**config.mk**
```make
export PLATFORM = sky130hd
export DESIGN_NAME = osd_host_frontend
export DESIGN_NICKNAME = d
export VERILOG_FILES = /design/src/rtl/osd_host_pkg.sv /design/src/rtl/osd_host_fifo.sv /design/src/rtl/osd_host_regs.sv /design/src/rtl/osd_host_evt.sv /design/src/rtl/osd_host_frontend.sv
export SDC_FILE = /design/constraint.sdc
export NUM_CORES = 1
export LEC_CHECK = 0
export CAP_MARGIN = 30
export CORE_MARGIN = 8
export CORE_UTILIZATION = 38
export DETAILED_ROUTE_END_ITERATION = 7
export PLACE_DENSITY = 0.66
export SLEW_MARGIN = 20
export SYNTH_ARGS = -nofsm -noshare
export SYNTH_HDL_FRONTEND = slang
export SYNTH_HIERARCHICAL = 1
export SYNTH_SLANG_ARGS = --single-unit
```
**constraint.sdc**
```tcl
create_clock -name clk -period 8.15 [get_ports clk]
set_clock_uncertainty 0.05 [all_clocks]
set_input_delay 1.63 -clock clk [delete_from_list [all_inputs] [get_ports clk]]
set_output_delay 1.63 -clock clk [all_outputs]
set_load 0.05 [all_outputs]
```
**src/rtl/osd_host_pkg.sv**
```systemverilog
// Package: register offsets and control bit positions shared by the
// front end and its submodules. Assumes byte addressing with 32-bit words.
package osd_host_pkg;
    localparam int OFS_FIFO  = 'h00;
    localparam int OFS_CTRL  = 'h04;
    localparam int OFS_XPOS  = 'h08;
    localparam int OFS_YPOS  = 'h0C;

    localparam int CTL_SOFT  = 0;
    localparam int CTL_EN    = 1;
    localparam int CTL_WIDE  = 2;

    typedef struct packed {
        logic fifo;
        logic ctrl;
        logic xpos;
        logic ypos;
    } wr_sel_t;
endpackage

```
**src/rtl/osd_host_fifo.sv**
```systemverilog
// Content FIFO: DEPTH words of DATA_W bits with a show-ahead read port.
// Assumes the caller gates push with !full and pop with !empty is not
// required (gating is done here). Flush empties it on the next edge.
module osd_host_fifo #(
    parameter int DATA_W = 32,
    parameter int DEPTH  = 16
) (
    input  logic              clk,
    input  logic              rst_n,
    input  logic              flush,
    input  logic              push,
    input  logic [DATA_W-1:0] push_data,
    input  logic              pop,
    output logic [DATA_W-1:0] pop_data,
    output logic              empty,
    output logic              full
);
    localparam int PTR_W = (DEPTH > 1) ? $clog2(DEPTH) : 1;
    localparam int CNT_W = $clog2(DEPTH + 1);
    localparam logic [PTR_W-1:0] LAST = PTR_W'(DEPTH - 1);
    localparam logic [CNT_W-1:0] FULL_CNT = CNT_W'(DEPTH);

    logic [DATA_W-1:0] mem [DEPTH];
    logic [PTR_W-1:0]  wr_ptr, rd_ptr;
    logic [CNT_W-1:0]  count;
    logic              do_push, do_pop;

    // qualified push and pop
    assign do_push = push && !full && !flush;
    assign do_pop  = pop && !empty && !flush;
    assign empty   = (count == '0);
    assign full    = (count == FULL_CNT);
    assign pop_data = mem[rd_ptr];

    // storage write
    always_ff @(posedge clk) begin
        if (do_push)
            mem[wr_ptr] <= push_data;
    end

    // pointers and occupancy count
    always_ff @(posedge clk) begin
        if (!rst_n || flush) begin
            wr_ptr <= '0;
            rd_ptr <= '0;
            count  <= '0;
        end else begin
            if (do_push)
                wr_ptr <= (wr_ptr == LAST) ? '0 : wr_ptr + 1'b1;
            if (do_pop)
                rd_ptr <= (rd_ptr == LAST) ? '0 : rd_ptr + 1'b1;
            case ({do_push, do_pop})
                2'b10:   count <= count + 1'b1;
                2'b01:   count <= count - 1'b1;
                default: count <= count;
            endcase
        end
    end


    full_holds_chk: assert property (@(posedge clk) disable iff (!rst_n)
        (full && !pop && !flush) |=> full);


    flush_empties_chk: assert property (@(posedge clk) disable iff (!rst_n)
        flush |=> empty);
endmodule

```
**src/rtl/osd_host_regs.sv**
```systemverilog
// Register file: immediate control bits plus shadow/active window position.
// Assumes one-hot write selects from the address decoder. Active position
// loads from the shadow at frame_start; soft reset zeroes both copies.
module osd_host_regs #(
    parameter int DATA_W  = 32,
    parameter int COORD_W = 12
) (
    input  logic               clk,
    input  logic               rst_n,
    input  logic               ctl_we,
    input  logic               x_we,
    input  logic               y_we,
    input  logic [DATA_W-1:0]  wdata,
    input  logic               frame_start,
    input  logic               fifo_wr_req,
    input  logic               fifo_full,
    output logic               soft_rst,
    output logic               osd_en,
    output logic               pix_wide,
    output logic [COORD_W-1:0] win_x,
    output logic [COORD_W-1:0] win_y,
    output logic               overflow
);
    import osd_host_pkg::*;

    logic [COORD_W-1:0] shadow_x, shadow_y;

    // immediate control bits
    always_ff @(posedge clk) begin
        if (!rst_n) begin
            soft_rst <= 1'b0;
            osd_en   <= 1'b0;
            pix_wide <= 1'b0;
        end else if (ctl_we) begin
            soft_rst <= wdata[CTL_SOFT];
            osd_en   <= wdata[CTL_EN];
            pix_wide <= wdata[CTL_WIDE];
        end
    end

    // shadow position, written by the host
    always_ff @(posedge clk) begin
        if (!rst_n || soft_rst) begin
            shadow_x <= '0;
            shadow_y <= '0;
        end else begin
            if (x_we) shadow_x <= wdata[COORD_W-1:0];
            if (y_we) shadow_y <= wdata[COORD_W-1:0];
        end
    end

    // active position, loaded at frame start
    always_ff @(posedge clk) begin
        if (!rst_n || soft_rst) begin
            win_x <= '0;
            win_y <= '0;
        end else if (frame_start) begin
            win_x <= shadow_x;
            win_y <= shadow_y;
        end
    end

    // sticky overflow: set on dropped write, cleared by a control write
    always_ff @(posedge clk) begin
        if (!rst_n)
            overflow <= 1'b0;
        else if (fifo_wr_req && fifo_full)
            overflow <= 1'b1;
        else if (ctl_we)
            overflow <= 1'b0;
    end


    window_stable_chk: assert property (@(posedge clk) disable iff (!rst_n)
        (!frame_start && !soft_rst) |=> ($stable(win_x) && $stable(win_y)));


    soft_zero_chk: assert property (@(posedge clk) disable iff (!rst_n)
        soft_rst |=> (win_x == '0 && win_y == '0));


    overflow_cause_chk: assert property (@(posedge clk) disable iff (!rst_n)
        !overflow ##1 overflow |-> $past(fifo_wr_req && fifo_full));
endmodule

```
**src/rtl/osd_host_evt.sv**
```systemverilog
// Event generator: one pulse per rising edge of each watched condition.
// Assumes conditions are glitch-free registered-domain signals; IDLE gives
// each condition's value after reset so reset itself makes no pulse.
module osd_host_evt #(
    parameter int        N    = 2,
    parameter logic [N-1:0] IDLE = '0
) (
    input  logic         clk,
    input  logic         rst_n,
    input  logic [N-1:0] cond,
    output logic [N-1:0] pulse
);
    logic [N-1:0] cond_q;

    for (genvar i = 0; i < N; i++) begin : g_edge
        // remember previous condition value
        always_ff @(posedge clk) begin
            if (!rst_n)
                cond_q[i] <= IDLE[i];
            else
                cond_q[i] <= cond[i];
        end

        assign pulse[i] = cond[i] && !cond_q[i];


        single_pulse_chk: assert property (@(posedge clk) disable iff (!rst_n)
            pulse[i] |=> !pulse[i]);
    end
endmodule

```
**src/rtl/osd_host_frontend.sv**
```systemverilog
// Top: decodes host writes to the content FIFO or register file, and
// turns FIFO full/empty rises into event pulses. Assumes host strobes are
// already synchronous to clk and one word is written per strobe cycle.
module osd_host_frontend #(
    parameter int DATA_W  = 32,
    parameter int ADDR_W  = 8,
    parameter int DEPTH   = 16,
    parameter int COORD_W = 12
) (
    input  logic               clk,
    input  logic               rst_n,
    input  logic               host_we,
    input  logic [ADDR_W-1:0]  host_addr,
    input  logic [DATA_W-1:0]  host_wdata,
    input  logic               frame_start,
    input  logic               pix_rd,
    output logic [DATA_W-1:0]  pix_word,
    output logic               fifo_empty,
    output logic               fifo_full,
    output logic               osd_enable,
    output logic               pix_wide,
    output logic [COORD_W-1:0] win_x,
    output logic [COORD_W-1:0] win_y,
    output logic               fifo_overflow,
    output logic               evt_full,
    output logic               evt_empty
);
    import osd_host_pkg::*;

    wr_sel_t    sel;
    logic       soft_rst;
    logic       pos_we_ok;
    logic [1:0] evt_vec;

    // address decode into one-hot write selects
    always_comb begin
        sel      = '0;
        sel.fifo = host_we && (host_addr == ADDR_W'(OFS_FIFO));
        sel.ctrl = host_we && (host_addr == ADDR_W'(OFS_CTRL));
        sel.xpos = host_we && (host_addr == ADDR_W'(OFS_XPOS));
        sel.ypos = host_we && (host_addr == ADDR_W'(OFS_YPOS));
    end

    assign pos_we_ok = !soft_rst;

    osd_host_fifo #(.DATA_W(DATA_W), .DEPTH(DEPTH)) fifo_i (
        .clk       (clk),
        .rst_n     (rst_n),
        .flush     (soft_rst),
        .push      (sel.fifo),
        .push_data (host_wdata),
        .pop       (pix_rd),
        .pop_data  (pix_word),
        .empty     (fifo_empty),
        .full      (fifo_full)
    );

    osd_host_regs #(.DATA_W(DATA_W), .COORD_W(COORD_W)) regs_i (
        .clk         (clk),
        .rst_n       (rst_n),
        .ctl_we      (sel.ctrl),
        .x_we        (sel.xpos && pos_we_ok),
        .y_we        (sel.ypos && pos_we_ok),
        .wdata       (host_wdata),
        .frame_start (frame_start),
        .fifo_wr_req (sel.fifo),
        .fifo_full   (fifo_full),
        .soft_rst    (soft_rst),
        .osd_en      (osd_enable),
        .pix_wide    (pix_wide),
        .win_x       (win_x),
        .win_y       (win_y),
        .overflow    (fifo_overflow)
    );

    osd_host_evt #(.N(2), .IDLE(2'b10)) evt_i (
        .clk   (clk),
        .rst_n (rst_n),
        .cond  ({fifo_empty, fifo_full}),
        .pulse (evt_vec)
    );

    assign evt_full  = evt_vec[0];
    assign evt_empty = evt_vec[1];


    evt_full_level_chk: assert property (@(posedge clk) disable iff (!rst_n)
        evt_full |-> fifo_full);


    evt_empty_level_chk: assert property (@(posedge clk) disable iff (!rst_n)
        evt_empty |-> fifo_empty);


    one_target_chk: assert property (@(posedge clk) disable iff (!rst_n)
        $onehot0(sel));
endmodule

```
==> impl_metrics.tcl, run 1 <==
set metrics [dict create \
    start_util 0.384 \
    syn_inst 1091 \
    synth_most_common_cell "edfxtp_1" \
    synth.ff_latch_count 583 \
    synth_cell_types 46 \
    clk_pin_slew_worst_paths_ns 0.07 \
    num_antenna_cells 0 \
    cts_inserted_buffers 54 \
    synthTopCellsByCount "edfxtp_1, mux4_2, dfxtp_1" \
    clkLatencyLatePin_ns 0.58 \
    post-route-period-util 0.658 \
    port_buffers 107 \
    grt_pass1_wl_mm 68.9 \
    synth_nets 1144 \
    arrival_ns 3.68 \
    timing.fmax_mhz 186 \
    grt_max_degree 49 \
    end_kind "output port" \
    ys_seq_area_frac 0.757 \
    crit_required_ns 6.47 \
    cp_slowest_cell "dfxtp_4" \
    ff2ff_setup_slack_ns 5.07 \
    tightestPinTransition_ns 0.944 \
    r2r-end "fifo_i/count[4]" \
    drt-pass1-iter-count 5 \
    worstSetupStartpointType "flop" \
    die_w_um 258 \
    hp-class "reg -> reg" \
    wl_per_cell_um 22.2 \
    setup_tns_ns 0 \
    p_leak_nw 8.15 \
    fin_cells 2021 \
    die_h_um 258 \
    drc 0 \
    htreeDepth 2 \
    post-cts-setup-buffers 0 \
    nets 1271 \
    ir_drop_mv 0.238 \
    cts_resized 0 \
    hpwl_mm 26.2 \
    yosys.area.top_type "edfxtp_1" \
    critical_path.max_stage_delay_ns 0.71 \
    overflow 0 \
    ys_warn_count 6 \
    r2r_cells 10 \
    power.density_mw_per_mm2 274 \
    synthTopCellsByArea "edfxtp_1, mux4_2, dfxtp_1" \
    placed_cells 1918 \
    cts_tree "done" \
    synth_edf_count 512 \
    final_antenna_net_count 0 \
    dieArea_mm2 0.0663 \
    ios 108 \
    reg2reg_from "fifo_i/count[0]" \
    drt-total-wl_mm 44.8 \
    syn_to_final_growth_pct 17.5 \
    synth.cell_area_mm2 0.0222 \
    cp_cell_sequence "buf_4 > mux4_2 > a22oi_1 > nand2_1 > clkdlybuf4s50_1" \
    holdBufCountCts 0 \
    hold_depth 2 \
    drive_above_1_share 0.205 \
    fillers 4872 \
    coreArea_mm2 0.0577 \
    worstSetupPathType "reg -> out" \
    setup_violations 0 \
    crit_path_end "pix_word[23]" \
    synth_ff_type "edfxtp_1" \
    drt_iter0_markers 802 \
    avgSynthCellArea_um2 20.3 \
    relSlewSlack 0.371 \
    root_buffer "clkbuf_16" \
    cts_buffer_depth 3 \
    finalMaxSlewViolations 0 \
    maxCapViolations 0 \
    hold_violations 0 \
    grt_use_total 0.132 \
    async_flop_share 0 \
    clock-sinks 583 \
    worstPathMaxFanout 31 \
    layout_min_cycle_time_ns 5.36 \
    grt_pass1_vias 11300 \
    num_rows 88 \
    vias 10700 \
    synth.top_cell.area_share 0.693 \
    antenna_found_initial 0 \
    status "complete, no violations" \
    gp_routability_congestion 0.689 \
    viasPerCell 5.28 \
    rsz0062_at_grt "false" \
]
==> per-layer routing <==
metal,up-vias,wire [um],global-route usage,part of all wire
li1,4715,-,-,-
met1,5605,20300,0.187,0.45
met2,297,21400,0.212,0.48
met3,62,2330,0.0248,0.052
met4,0,750,0.0306,0.017
met5,-,0,0,0
==> report_power, final <==
part,total [mW],switching [mW],leakage [nW],internal [mW]
Clock,2.39,1.03,0.815,1.35
Sequential,3.35,0.0822,5.17,3.27
Combinational,1.41,0.753,2.16,0.655
==> how the worst min path moves through the flow <==
stage / end / start / slack [ns]
2_1_floorplan: regs_i/shadow_x[0] / regs_i/shadow_x[0] / 0.41
3_3_place_gp: regs_i/overflow / regs_i/overflow / 0.42
3_5_place_dp: regs_i/overflow / regs_i/overflow / 0.43
4_1_cts: regs_i/overflow / regs_i/overflow / 0.45
5_1_grt: regs_i/shadow_x[2] / regs_i/shadow_x[2] / 0.48
6_report: regs_i/overflow / regs_i/overflow / 0.44
==> area by class of cell <==
| class | count | area [um2] | share of cell area |
|---|---|---|---|
| clock buffer | 66 | 1420 | 0.0544 |
| clock inverter | 28 | 234 | 0.00898 |
| inverter | 5 | 18.8 | 0.000720 |
| multi-input combinational | 441 | 5090 | 0.195 |
| sequential | 583 | 16800 | 0.645 |
| tap | 765 | 957 | 0.0367 |
| timing repair buffer | 133 | 1550 | 0.0594 |
==> cell families after synthesis <==
| group | Yosys count | synth area share |
|---|---|---|
| adders and majority gates | 8 | 0.00451 |
| and+or+nand+nor | 154 | 0.0350 |
| DFF | 583 | 0.757 |
| muxes | 184 | 0.155 |
| AOI/OAI and AO/OA | 90 | 0.0301 |
| buffers and inverters | 67 | 0.0159 |
| xor gates and xnor gates | 5 | 0.00197 |
==> critical path: cells and delay by family, from the launching register on <==
kind	cells	cell delay (ns)
AOI/OAI and AO/OA	1	0.33
buffers and inverters	2	1.33
muxes	1	0.59
and+or+nand+nor	1	0.11
DFF	1	0.71
==> sequential cells by signal (all words and copies together), names as in the netlist, named ones only <==
name / flops
fifo_i/mem: 512
regs_i/shadow_x: 12
regs_i/shadow_y: 12
regs_i/win_x: 12
regs_i/win_y: 12
fifo_i/count: 5
fifo_i/rd_ptr: 4
fifo_i/wr_ptr: 4
evt_i/cond_q: 2
regs_i/osd_en: 1
regs_i/overflow: 1
regs_i/pix_wide: 1
regs_i/soft_rst: 1
==> cell usage in the layout (no fill, tap or decap), types with 6 or more instances in the layout <==
master	Yosys	routed
a21oi_1	8	8
a22oi_1	64	64
and2_2	0	13
buf_16	0	11
buf_4	13	9
clkbuf_1	23	11
clkbuf_16	0	55
clkdlybuf4s50_1	0	107
clkinv_1	0	10
clkinv_2	0	12
dfxtp_1	71	69
edfxtp_1	512	512
ha_1	8	8
mux2i_1	56	56
mux4_2	128	128
nand2_1	37	37
nand2b_1	8	7
nor2_1	58	57
nor2b_1	8	6
==> per-stage QoR <==
stage	setup slack [ns]	hold slack, ns	area [um2]	utilization	total power, mW
after floorplan	3.51	0.410	22200	-	4.48
after global placement	2.48	0.419	24000	0.416	4.83
after detailed placement	2.34	0.432	24200	0.420	4.85
after CTS	2.60	0.446	25900	0.448	7.23
after global routing	2.47	0.479	26100	0.452	7.43
final	2.79	0.440	26100	0.452	7.15
Power figures use the tool's default switching activity.
==> inputs of run 2 (changes only) <==
- clock period: 8.15 -> 5.6 ns (I/O delays scaled with it)
==> run 2 against run 1 <==
Worst setup slack got worse by 1.9 ns. Non-clock buffer count increased by 7. Clock power increased by 64%. Power increased by 53%. Hold slack got worse by 0.0042 ns. Sequential cell count unchanged. Routed wire length increased by 4.8%. Final area increased by 1.0%. Critical endpoint is now pix_word[5]. Largest power group unchanged. Highest routed layer unchanged.
==> impl_metrics.tcl, run 2 (synthesized netlist as in run 1, its figures left out) <==
set metrics [dict create \
    drt-total-wl_mm 47.0 \
    worstSetupPathType "reg -> out" \
    fillers 4849 \
    clk_pin_slew_worst_paths_ns 0.06 \
    syn_to_final_growth_pct 18.7 \
    clkLatencyLatePin_ns 0.63 \
    die_w_um 258 \
    worstSetupStartpointType "flop" \
    cts_resized 0 \
    hp-class "reg -> reg" \
    nets 1282 \
    coreArea_mm2 0.0577 \
    post-route-period-util 0.837 \
    regMostFlops "fifo_i/mem" \
    fin_util 0.456 \
    largest_reg_flops 512 \
    min-delay-start "regs_i/overflow" \
    clock-sinks 583 \
    dieArea_mm2 0.0663 \
    layout_common_cells "edfxtp_1, mux4_2, clkdlybuf4s50_1" \
    critical_path.max_stage_delay_ns 0.75 \
    end_kind "output port" \
    relSlewSlack 0.368 \
    ir_drop_mv 0.312 \
    maxCapViolations 0 \
    grt_max_degree 50 \
    fin_cells 2043 \
    reg2reg_from "fifo_i/count[2]" \
    critPathTopFamily "buffers and inverters" \
    p_leak_nw 8.29 \
    start_util 0.384 \
    hpwl_mm 27.5 \
    min_to "regs_i/overflow" \
    cts_tree "done" \
    ios 108 \
    design_power_total_mw 10.9 \
    arrival_ns 3.52 \
    tightestPinTransition_ns 0.948 \
    hold_depth 2 \
    layout_commonest_cell "edfxtp_1" \
    drt_iter0_markers 741 \
    final_antenna_net_count 0 \
    num_antenna_cells 0 \
    setup_tns_ns 0 \
    port_buffers 107 \
    drt-pass1-iter-count 5 \
    timing.fmax_mhz 213 \
    whs_ns 0.436 \
    post-cts-setup-buffers 0 \
    drc 0 \
    holdBufCountCts 0 \
    r2r_cells 10 \
    vias 10800 \
    status "complete, no violations" \
    setup_violations 0 \
    num_rows 88 \
    rsz0062_at_grt "false" \
    crit_buf_inv 2 \
    wl_per_cell_um 23.0 \
    antenna_found_initial 0 \
    r2r-end "fifo_i/count[4]" \
    placed_cells 1931 \
    power.density_mw_per_mm2 414 \
    overflow 0 \
    cts_buffer_depth 3 \
    gp_routability_congestion 0.694 \
    viasPerCell 5.29 \
    cp_cell_sequence "buf_4 > mux4_2 > a22oi_1 > nand2_1 > clkdlybuf4s50_1" \
    grt_pass1_wl_mm 71.0 \
    layout_min_cycle_time_ns 4.69 \
    finalMaxSlewViolations 0 \
    ff2ff_setup_slack_ns 2.46 \
    grt_pass1_vias 11500 \
    die_h_um 258 \
    cts_inserted_buffers 58 \
    hold_violations 0 \
    worstPathMaxFanout 27 \
    cp_slowest_cell "dfxtp_4" \
    htreeDepth 2 \
    grt_use_total 0.138 \
    drive_above_1_share 0.214 \
    crit_required_ns 4.43 \
    root_buffer "clkbuf_16" \
]
## run 2: cell count changes in the layout (fill, tap and decap cells not counted), sizes merged
cell and change:
clkinv +6, clkbuf +2, bufinv +4, buf +8
clkinvlp +1, inv +1
## run 2: worst max path at each step
stage	startpoint	endpoint	cells after the start	slack (ns)
floorplan	host_addr[5]	fifo_i/count[4]	14	1.47
global placement	host_addr[5]	fifo_i/count[4]	14	0.90
detailed placement	host_addr[5]	fifo_i/count[4]	14	0.79
CTS	flop	pix_word[5]	5	0.79
global route	flop	pix_word[11]	5	0.67
finish	flop	pix_word[5]	5	0.91
## run 2: report_power, final
group,internal [mW],leakage [nW],switching (mW)
sequential,4.76,5.17,0.142
combinational,0.983,2.17,1.11
clock,2.28,0.942,1.63
total,8.02,8.29,2.89
## run 2: stage by stage
| stage | instance area (um2) | worst slack [ns] |
|---|---|---|
| 3_5_place_dp | 24300 | 0.788 |
| 3_3_place_gp | 24200 | 0.904 |
| 5_1_grt | 26300 | 0.675 |
| 6_report | 26300 | 0.912 |
| 2_1_floorplan | 22200 | 1.47 |
| 4_1_cts | 26300 | 0.785 |
## run 2: layout make-up
cell class / instances / area [um2] / share of cell area
tap: 765 / 957 / 0.0364
clock buffer: 69 / 1490 / 0.0567
inverter: 5 / 18.8 / 0.000713
sequential: 583 / 16800 / 0.638
multi-input combinational: 441 / 5090 / 0.193
clock inverter: 40 / 454 / 0.0172
timing repair buffer: 140 / 1520 / 0.0576
## run 2: layer usage
| metal | share of wire | GRT usage | routed length (um) |
|---|---|---|---|
| met5 | 0 | 0 | 0 |
| met3 | 0.063 | 0.0286 | 2950 |
| met2 | 0.48 | 0.223 | 22500 |
| met4 | 0.019 | 0.0395 | 901 |
| met1 | 0.44 | 0.189 | 20600 |
## run 2: worst register-to-register path: cells and delay by family, from the launching register on
family | cells | cell delay, ns
xor gates and xnor gates | 1 | 0.20
buffers and inverters | 1 | 0.10
and+or+nand+nor | 1 | 0.56
DFF | 1 | 0.41
AOI/OAI and AO/OA | 5 | 1.20
adders and majority gates | 2 | 0.52
==> inputs of run 3 (changes only) <==
- PLACE_DENSITY: 0.66 -> 0.68
- clock period: 5.6 -> 4.1 ns (I/O delays scaled with it)
==> run 3 against run 2 <==
Sequential cell count unchanged. Power is 34% higher. Utilization is 0.16 points lower. Non-clock buffer count grew 20. Hold slack gained 0.0096 ns. Routed wire length down 0.54%. Register-to-register slack lost 1.3 ns. Sequential share of layout area rose by 0.22 points. Final cell count up 0.59%. Critical path type unchanged. Critical endpoint is now pix_word[7]. Largest power group unchanged.
==> impl_metrics.tcl, run 3 (synthesized netlist as in run 1, its figures left out) <==
set metrics [dict create \
    cp_slowest_cell "dfxtp_4" \
    dieArea_mm2 0.0663 \
    num_antenna_cells 0 \
    gp_routability_congestion 0.741 \
    cts_tree "done" \
    post-cts-setup-buffers 0 \
    hp-class "reg -> reg" \
    port_buffers 107 \
    power.density_mw_per_mm2 555 \
    worstPathMaxFanout 33 \
    timing.fmax_mhz 269 \
    regArea_mm2 0.0168 \
    final_antenna_net_count 0 \
    start_util 0.384 \
    cts_buffer_depth 3 \
    worstSetupStartpointType "flop" \
    end_kind "output port" \
    placed_cells 1953 \
    die_h_um 258 \
    holdBufCountCts 0 \
    vias 10800 \
    hpwl_mm 28.1 \
    finalMaxSlewViolations 0 \
    largest_reg_flops 512 \
    place_ws_ns -0.140 \
    cp_cell_sequence "buf_12 > buf_12 > mux4_2 > a22oi_1 > nand2_1 > buf_4" \
    drc 0 \
    cp_common_cell "buf_12" \
    viasPerCell 5.27 \
    layout_commonest_cell "edfxtp_1" \
    grt_pass1_wl_mm 72.0 \
    min-delay-start "regs_i/shadow_y[9]" \
    layout_common_cells "edfxtp_1, mux4_2, clkdlybuf4s50_1" \
    fin_cells 2055 \
    coreArea_mm2 0.0577 \
    drt_iter0_markers 849 \
    clkLatencyLatePin_ns 0.61 \
    clock-sinks 583 \
    drive_above_1_share 0.251 \
    crit_required_ns 3.23 \
    reg2reg_from "fifo_i/count[0]" \
    grt_use_total 0.139 \
    crit_buf_inv 3 \
    overflow 0 \
    post-route-period-util 0.907 \
    arrival_ns 2.85 \
    critPathTopFamily "buffers and inverters" \
    setup_violations 0 \
    hold_violations 0 \
    fillers 4857 \
    wl_per_cell_um 22.7 \
    die_w_um 258 \
    clk_pin_slew_worst_paths_ns 0.07 \
    nets 1299 \
    p_leak_nw 8.35 \
    root_buffer "clkbuf_16" \
    drt-pass1-iter-count 4 \
    ir_drop_mv 0.441 \
    maxCapViolations 0 \
    htreeDepth 2 \
    relSlewSlack 0.331 \
    multi_input_area_mm2 0.00509 \
    cts_resized 0 \
    regMostFlops "fifo_i/mem" \
    syn_to_final_growth_pct 18.3 \
    worstSetupPathType "reg -> out" \
    cts_inserted_buffers 55 \
    ios 108 \
    grt_pass1_vias 11500 \
    critical_path.max_stage_delay_ns 0.50 \
    layout_min_cycle_time_ns 3.72 \
    rsz0062_at_grt "false" \
    tightestPinTransition_ns 1.00 \
    status "complete, no violations" \
    postLayoutSetupSlackWorst_ns 0.381 \
    antenna_found_initial 0 \
    grt_max_degree 49 \
    drt-total-wl_mm 46.7 \
    num_rows 88 \
]
## run 3: cell types whose count changed in the layout (fill, tap and decap cells not counted), sizes merged, moves of 2 or more
| cell | delta |
|---|---|
| buf | +52 |
| bufinv | -6 |
| clkbuf | +4 |
| clkdlybuf4s50 | -32 |
| clkinv | -5 |
| clkinvlp | -2 |
## run 3: worst min-delay path, stage by stage, from the launching register on
cell     delay [ns]
dfxtp_1        0.32
mux2i_1        0.07
nor2_1         0.07
## run 3: area by class of cell
cell class / instances / share of cell area
Sequential cell: 583 / 0.640
Multi-Input combinational cell: 441 / 0.194
Timing Repair Buffer: 160 / 0.0601
Clock buffer: 73 / 0.0593
Tap cell: 765 / 0.0365
Clock inverter: 28 / 0.00916
Inverter: 5 / 0.000715
## run 3: metal layers
| layer | routed length (um) | track usage |
|---|---|---|
| met5 | 0 | 0 |
| met1 | 20400 | 0.191 |
| met3 | 2990 | 0.0322 |
| met2 | 22500 | 0.226 |
| met4 | 835 | 0.0325 |
## run 3: worst paths after layout
| path | end | slack, ns | cells past startpoint |
|---|---|---|---|
| hold reg to reg | regs_i/win_y[9] | 0.45 | 2 |
| hold / removal | regs_i/win_y[9] | 0.45 | 2 |
| setup / recovery | pix_word[7] | 0.38 | 6 |
| setup reg to reg | fifo_i/count[4] | 1.13 | 10 |
## run 3: power by group
part | leakage [nW] | total (mW) | internal (mW) | switching, mW
combinational | 2.29 | 2.97 | 1.36 | 1.61
clock | 0.885 | 4.98 | 2.81 | 2.17
sequential | 5.17 | 6.62 | 6.50 | 0.128
## run 3: per-stage QoR
stage	utilization	power, mW	instance area, um2	hold WS [ns]	TNS (ns)
2_1_floorplan	-	8.90	22200	0.410	0
3_3_place_gp	0.423	9.74	24400	0.423	-0.0495
3_5_place_dp	0.423	9.78	24400	0.432	-0.231
4_1_cts	0.454	14.8	26200	0.448	0
5_1_grt	0.455	15.1	26200	0.472	0
6_report	0.455	14.6	26200	0.445	0
